<file path="src/rtl/stickyPkg.sv">
package stickyPkg;
  typedef enum logic [1:0] {
    DET_LEVEL = 2'd0,
    DET_RISE  = 2'd1,
    DET_FALL  = 2'd2,
    DET_BOTH  = 2'd3
  } detMode_e;

  typedef enum logic [1:0] {
    CAP_PLAIN = 2'd0,
    CAP_BIT   = 2'd1,
    CAP_WORD  = 2'd2,
    CAP_BIT2  = 2'd3
  } capMode_e;

  typedef struct packed {
    logic plainLoad;
    logic wordLoad;
    logic bitMerge;
    logic swClear;
  } fieldStrobe_t;
endpackage

</file>
<file path="src/rtl/stickyGate.sv">
module stickyGate #(
  parameter int WIDTH = 8
) (
  input  logic [WIDTH-1:0] fieldIn,
  input  logic [WIDTH-1:0] gateVec,
  input  logic             gateIsEnable,
  output logic             lineOut
);
  logic [WIDTH-1:0] passVec;

  always_comb begin
    passVec = gateIsEnable ? (fieldIn & gateVec) : (fieldIn & ~gateVec);
    lineOut = |passVec;
  end
endmodule

</file>
<file path="src/rtl/stickyCtrl.sv">
module stickyCtrl
  import stickyPkg::*;
(
  input  capMode_e     capMode,
  input  logic         anyEvt,
  input  logic         fieldEmpty,
  input  logic         swWrEn,
  output fieldStrobe_t strobe
);
  logic isPlain;
  logic isWord;

  always_comb begin
    isPlain          = (capMode == CAP_PLAIN);
    isWord           = (capMode == CAP_WORD);
    strobe.plainLoad = isPlain;
    strobe.wordLoad  = isWord && anyEvt && fieldEmpty;
    strobe.bitMerge  = (capMode == CAP_BIT) || (capMode == CAP_BIT2);
    strobe.swClear   = swWrEn && !isPlain && !strobe.wordLoad;
  end
endmodule

</file>
<file path="src/rtl/stickyDatapath.sv">
module stickyDatapath
  import stickyPkg::*;
#(
  parameter int WIDTH = 8
) (
  input  logic             clk,
  input  logic             rstAct,
  input  logic [WIDTH-1:0] trigIn,
  input  detMode_e         detMode,
  input  fieldStrobe_t     strobe,
  input  logic [WIDTH-1:0] swWrData,
  input  logic [WIDTH-1:0] intGate,
  input  logic             intGateEn,
  input  logic [WIDTH-1:0] haltGate,
  input  logic             haltGateEn,
  output logic [WIDTH-1:0] fieldQ,
  output logic             anyEvt,
  output logic             fieldEmpty,
  output logic             intOut,
  output logic             haltOut
);
  localparam logic [WIDTH-1:0] ZERO_VEC = '0;

  logic [WIDTH-1:0] trigDly;
  logic [WIDTH-1:0] evtVec;
  logic [WIDTH-1:0] clrVec;
  logic [WIDTH-1:0] fieldNxt;

  for (genvar b = 0; b < WIDTH; b++) begin : g_evt
    always_comb begin
      unique case (detMode)
        DET_LEVEL: evtVec[b] = trigIn[b];
        DET_RISE:  evtVec[b] = !trigDly[b] && trigIn[b];
        DET_FALL:  evtVec[b] = trigDly[b] && !trigIn[b];
        default:   evtVec[b] = trigDly[b] ^ trigIn[b];
      endcase
    end
  end

  always_comb begin
    anyEvt     = |evtVec;
    fieldEmpty = (fieldQ == ZERO_VEC);
    clrVec     = strobe.swClear ? swWrData : ZERO_VEC;
    if (strobe.plainLoad || strobe.wordLoad) begin
      fieldNxt = trigIn;
    end else if (strobe.bitMerge) begin
      fieldNxt = (fieldQ & ~clrVec) | evtVec;
    end else begin
      fieldNxt = fieldQ & ~clrVec;
    end
  end

  always_ff @(posedge clk) begin
    if (rstAct) begin
      trigDly <= ZERO_VEC;
      fieldQ  <= ZERO_VEC;
    end else begin
      trigDly <= trigIn;
      fieldQ  <= fieldNxt;
    end
  end

  stickyGate #(.WIDTH(WIDTH)) i_intGate (
    .fieldIn     (fieldQ),
    .gateVec     (intGate),
    .gateIsEnable(intGateEn),
    .lineOut     (intOut)
  );

  stickyGate #(.WIDTH(WIDTH)) i_haltGate (
    .fieldIn     (fieldQ),
    .gateVec     (haltGate),
    .gateIsEnable(haltGateEn),
    .lineOut     (haltOut)
  );
endmodule

</file>
<file path="src/rtl/stickyField.sv">
module stickyField
  import stickyPkg::*;
#(
  parameter int WIDTH          = 8,
  parameter bit RST_ACTIVE_LOW = 1'b1
) (
  input  logic             clk,
  input  logic             rstIn,
  input  logic [WIDTH-1:0] trigIn,
  input  logic [1:0]       detMode,
  input  logic [1:0]       capMode,
  input  logic [WIDTH-1:0] intGate,
  input  logic             intGateEn,
  input  logic [WIDTH-1:0] haltGate,
  input  logic             haltGateEn,
  input  logic             swWrEn,
  input  logic [WIDTH-1:0] swWrData,
  output logic [WIDTH-1:0] fieldVal,
  output logic             intOut,
  output logic             haltOut
);
  logic         rstAct;
  logic         anyEvt;
  logic         fieldEmpty;
  fieldStrobe_t strobe;

  assign rstAct = RST_ACTIVE_LOW ? !rstIn : rstIn;

  stickyCtrl i_ctrl (
    .capMode   (capMode_e'(capMode)),
    .anyEvt    (anyEvt),
    .fieldEmpty(fieldEmpty),
    .swWrEn    (swWrEn),
    .strobe    (strobe)
  );

  stickyDatapath #(.WIDTH(WIDTH)) i_dp (
    .clk       (clk),
    .rstAct    (rstAct),
    .trigIn    (trigIn),
    .detMode   (detMode_e'(detMode)),
    .strobe    (strobe),
    .swWrData  (swWrData),
    .intGate   (intGate),
    .intGateEn (intGateEn),
    .haltGate  (haltGate),
    .haltGateEn(haltGateEn),
    .fieldQ    (fieldVal),
    .anyEvt    (anyEvt),
    .fieldEmpty(fieldEmpty),
    .intOut    (intOut),
    .haltOut   (haltOut)
  );
endmodule

</file>
<file path="config.mk">
export PLATFORM = sky130hd
export DESIGN_NAME = stickyField
export DESIGN_NICKNAME = d
export VERILOG_FILES = /design/src/rtl/stickyPkg.sv /design/src/rtl/stickyGate.sv /design/src/rtl/stickyCtrl.sv /design/src/rtl/stickyDatapath.sv /design/src/rtl/stickyField.sv
export SDC_FILE = /design/constraint.sdc
export NUM_CORES = 1
export LEC_CHECK = 0
export ABC_AREA = 0
export CAP_MARGIN = 20
export CORE_MARGIN = 10
export CORE_UTILIZATION = 23
export CTS_CLUSTER_SIZE = 24
export DETAILED_ROUTE_END_ITERATION = 7
export SLEW_MARGIN = 20
export SYNTH_ARGS = -nofsm -noshare
export SYNTH_HDL_FRONTEND = slang
export SYNTH_SLANG_ARGS = --single-unit
</file>
<file path="constraint.sdc">
create_clock -name clk -period 3.9 [get_ports clk]
set_clock_uncertainty 0.15 [all_clocks]
set_input_delay 0.78 -clock clk [delete_from_list [all_inputs] [get_ports clk]]
set_output_delay 0.78 -clock clk [all_outputs]
set_load 0.005 [all_outputs]
</file>
Word-level counts from Yosys, hierarchy flattened --
Cells that the tools add are included.
Cells by class: equality and inequality tests 5, mux-type cells 13, bitwise operators 17, reductions and logical operators 46
Operators with widths (count):
- bitwise AND 8 bit | 5
- 2-to-1 mux 8 bit | 5
- NOT 8 bit | 3
- case mux 1 bit (3 select lines) | 8
- OR reduction 8 bit | 3
- logical AND 1 bit | 20
- zero test 1 bit | 18
- zero test 8 bit | 1
- OR 8 bit | 1
- bitwise XOR 1 bit | 8
- == test 2 bit, second input constant | 3
- == test 2 x 1 -> 1 bit, second input constant | 2
- zero test 2 bit | 2
- logical OR 1 bit | 2
Storage, ports and cells: register bits after elaboration 16, logic and storage cells 83

Longest topological paths before layout --
depth after elaboration 14, gate-level depth with buffers 8

By module --
From an unflattened synthesis, not the netlist that was laid out.
Unflattened totals: cells, all modules 154, area, all modules 1406.3 µm²
Modules (own cells, without submodules):
- stickyDatapath | instances 1, cells an instance 111, area each 1118.6 µm²
- stickyGate | instances 2, cells an instance 18, area each 121.4 µm²
- stickyCtrl | instances 1, cells an instance 6, area each 41.3 µm²
- stickyField | instances 1, cells an instance 1, area each 3.8 µm²

Least setup slack after synthesis --
OpenSTA, ideal clock, no wires.
path kind input to register, from in trigIn[0], to reg i_dp.fieldQ[5], library setup time 0.122 ns, arrival time 2.702 ns, data required time 3.628 ns, slack 0.926 ns, stages 7, path buffers 0, cells stage by stage inv_1 ha_1 inv_1 mux4_2 or4_4 o21a_4 o311a_1
On the way: cells in the longest elaborated chain, start to end 14, elaborated cells on any way between the ends 17, those cells by class 4 x mux; 4 x bitwise; 9 x reduce/logical
Ends and longest elaborated chain:
- from (decl) | RTL line stickyField.sv:9 | input logic [WIDTH-1:0] trigIn,
- zero test 1 bit | RTL line stickyDatapath.sv:34 | DET_FALL: evtVec[b] = trigDly[b] && !trigIn[b];
- logical AND 1 bit | RTL line stickyDatapath.sv:34
- case mux 1 bit (3 select lines) * | RTL line stickyDatapath.sv:31 | unique case (detMode)
- OR reduction 8 bit * | RTL line stickyDatapath.sv:41 | anyEvt = |evtVec;
- logical AND 1 bit * (2 in a row) | RTL line stickyCtrl.sv:17 | strobe.wordLoad = isWord && anyEvt && fieldEmpty;
- zero test 1 bit | RTL line stickyCtrl.sv:19 | strobe.swClear = swWrEn && !isPlain && !strobe.wordLoad;
- logical AND 1 bit | RTL line stickyCtrl.sv:19
- 2-to-1 mux 8 bit | RTL line stickyDatapath.sv:43 | clrVec = strobe.swClear ? swWrData : ZERO_VEC;
- NOT 8 bit | RTL line stickyDatapath.sv:47, stickyDatapath.sv:49
- bitwise AND 8 bit | RTL line stickyDatapath.sv:47, stickyDatapath.sv:49
- OR 8 bit | RTL line stickyDatapath.sv:47 | fieldNxt = (fieldQ & ~clrVec) | evtVec;
- 2-to-1 mux 8 bit | RTL line stickyDatapath.sv:46 | end else if (strobe.bitMerge) begin
- 2-to-1 mux 8 bit * | RTL line stickyDatapath.sv:44 | if (strobe.plainLoad || strobe.wordLoad) begin
- to (signal assigned) | RTL line stickyDatapath.sv:59 | fieldQ <= fieldNxt;
- to (decl) | RTL line stickyDatapath.sv:16 | output logic [WIDTH-1:0] fieldQ,
Mark *: on every way between the ends. The rest lies on a longest branch, timed or not. A chain may end at the register's enable or synchronous reset.

Worst setup path in the final report --
from in trigIn[4], to reg i_dp.fieldQ[1]
The elaborated chain is that of the path after synthesis.

==> results.yml <==
synth:
  yosys_warnings: 0
  synth_top_family_by_area: "compound AO/OA/AOI/OAI gates"
  synth-compound-area-share_pct: 18.9
  synthesis.nets: 206
  synth-simple-area-share_pct: 10.0
  yosysTopAreaCellShare_pct: 22.9
  ys_types: 28
  ys_ff_latch: 16
  synthTopCellsByArea: "dfxtp_1, ha_1, xnor2_1, a22oi_1, mux4_2"
  synthXorXnorAreaFrac_pct: 10.0
  synth-adder-area-share_pct: 14.3
  syn_avg_cell_area_um2: 9.40
  seq_area_frac_synth_pct: 22.9
  syn_inst: 149
  synth.area.mux_share_pct: 13.7
  synth_area_leader_cell: "dfxtp_1"
  syn_area_mm2: 0.00140
clock_network:
  cts_root_buf: "clkbuf_8"
  cts_tree: "yes"
  clockBufferDepth: 2
  ctsHoldBuffers: 0
  cts_inserted_buffers: 3
  clock_insertion_delay_worst_skew_ns: 0.25
  clk_pin_slew_ns: 0.07
  htreeDepth: 1
  clock-sinks: 16
  post_cts_buffers: 0
  post_cts_resized: 0
run_status:
  status: "finished clean"
pwr:
  clockPowerShare_pct: 28.2
  pwr_density_cell_mw_per_mm2: 267
  leakage_nw: 0.832
  vdd_drop_max_uv: 99.9
  pwr-share-seq_pct: 35.8
  combPwrFrac_pct: 35.9
  switching_share_pct: 29.0
  power.internal_w: 0.000384
  power.net_switching_w: 0.000157
floorplan:
  die_w_um: 98.0
  ioPinCount: 51
  core_area_mm2: 0.00592
  std_cell_rows: 28
  die_y_um: 98.0
  initial_core_util_pct: 23.6
  dieArea_mm2: 0.00961
worst_setup_path:
  cp.required_ns: 3.86
  path_max_fanout: 7
  cp-start-kind: "primary input"
  setup.worst_path.end_class: "flip-flop"
  crit_type: "in -> reg"
  arrival_ns: 3.37
final_layout:
  post-route-util_pct: 34.2
  nNetsFinal: 256
  drive_gt1_share_pct: 10.6
  finalInstanceArea_mm2: 0.00202
  antenna_cells: 0
  synthToLayoutAreaGrowth_pct: 44.5
grt:
  grt_pass1_wl_um: 7110
  grt_overflow: 0
  antenna_found_initial: 0
  grt_pass1_vias: 1420
  gr-usage-all-layers_pct: 8.75
  grt_start_max_net_pins: 16
timing:
  fin_crit_sh_pct: 87.4
  rsz0062_at_grt: "false"
  setup_viol: 0
  report.final.hold_viol_count: 0
  slew_viol_final: 0
  finalCriticalPeriod_ns: 3.41
  layout_setup_ws_ns: 0.492
  max_freq_mhz: 293
  relSlewSlack_pct: 62.8
  tightest_slew_ns: 0.557
  setup_tns_ns: 0
placement:
  place.gp.congestion: 0.793
  dp_hpwl_um: 3440
  dp_worst_setup_slack_ns: 0.224
  post_dp_cell_area_mm2: 0.00197
  port_buffers: 50
route:
  drt_pass1_iterations: 4
  ant_nets: 0
  drc: 0
  viasPerCell: 4.61
  drt_iter0_markers: 83
  vias: 1259
  wl_um: 4280
  avgRoutedWirePerCell_um: 15.7
run:
  maxCapViolCount: 0
worst_hold_path:
  hold_class: "reg -> reg"
==> stage by stage <==
stage | power (W) | hold slack (ns) | std cells
2_1_floorplan | 0.000295 | 0.457 | 149
3_3_place_gp | 0.000388 | 0.492 | 269
3_5_place_dp | 0.000393 | 0.489 | 269
4_1_cts | 0.000546 | 0.499 | 273
5_1_grt | 0.000575 | 0.554 | 273
6_report | 0.000541 | 0.503 | 273
==> state kept, by name, indices dropped and copies added (netlist names) <==
register	cells
i_dp.fieldQ	8
i_dp.trigDly	8
==> power by group through the flow <==
stage / clock [W] / sequential [W] / combinational (W)
after floorplan: 0 / 0.000192 / 0.000103
after global placement: 0 / 0.000197 / 0.000191
after detailed placement: 0 / 0.000198 / 0.000195
after CTS: 0.000154 / 0.000194 / 0.000197
after global routing: 0.000164 / 0.000196 / 0.000214
final: 0.000153 / 0.000194 / 0.000194
==> cell usage after synthesis (all sizes together) <==
library cell  instances
a211oi                7
o311a                 1
dfxtp                16
o21ai                 2
a22o                  1
xnor2                16
a21oi                 7
nor2                 10
or2                   1
buf                   5
mux4                  8
or4                   3
nand4                 2
ha                   16
a22oi                15
nor4                  1
nand2                 8
clkbuf                3
or4b                  1
o21a                  1
inv                  25
==> cells by family after synthesis <==
family	Yosys count
AO/OA/AOI/OAI	34
adder cells (fa/ha/maj)	16
multiplexers	8
flip-flops	16
AND/OR/NAND/NOR	26
XOR/XNOR	16
buffers and inverters	33
==> cell usage in the layout (no fill, tap or decap), types with 2 or more instances in the layout <==
cell	count
a211oi_1	5
a211oi_2	2
a21oi_1	7
a22oi_1	15
buf_4	3
clkbuf_8	4
clkdlybuf4s50_1	50
dfxtp_1	16
ha_1	16
inv_1	25
mux4_1	3
mux4_2	5
nand2_1	8
nand4_1	2
nor2_1	9
or4_4	2
xnor2_1	16
==> per-layer routing <==
layer | track usage, % | routed length (µm) | part of all wire (%) | vias to the layer above
met5 | 0 | 0 | 0 | -
met4 | 1.68 | 14 | 0.33 | 0
met3 | 2.61 | 281 | 6.6 | 2
met2 | 14.9 | 2040 | 48 | 42
met1 | 10.6 | 1940 | 45 | 595
li1 | - | - | - | 620
==> area by class of cell <==
cell class              count  area, µm²
fillers                   609       3900
multi-input cells         100        937
repair buffers             53        523
flip-flops and latches     16        320
inverters                  25       93.8
well taps                  75       93.8
clock buffers               4       55.1
==> final timing paths <==
check,startpoint,endpoint,slack [ns],cells past startpoint
setup / recovery,trigIn[4],i_dp.fieldQ[1],0.49,9
hold reg to reg,i_dp.fieldQ[6],i_dp.fieldQ[6],0.50,2
setup reg to reg,i_dp.trigDly[4],i_dp.fieldQ[1],1.35,7
hold / removal,i_dp.fieldQ[6],i_dp.fieldQ[6],0.50,2
==> critical path: stages <==
cell and delay, ns:
clkdlybuf4s50_1 0.54, inv_1 0.08, ha_1 0.27, inv_1 0.04, mux4_2 0.49, or4_4 0.59
o21a_4 0.23, nor2_4 0.22, a211oi_1 0.11
Note: power is estimated with default switching activity, not from simulation.
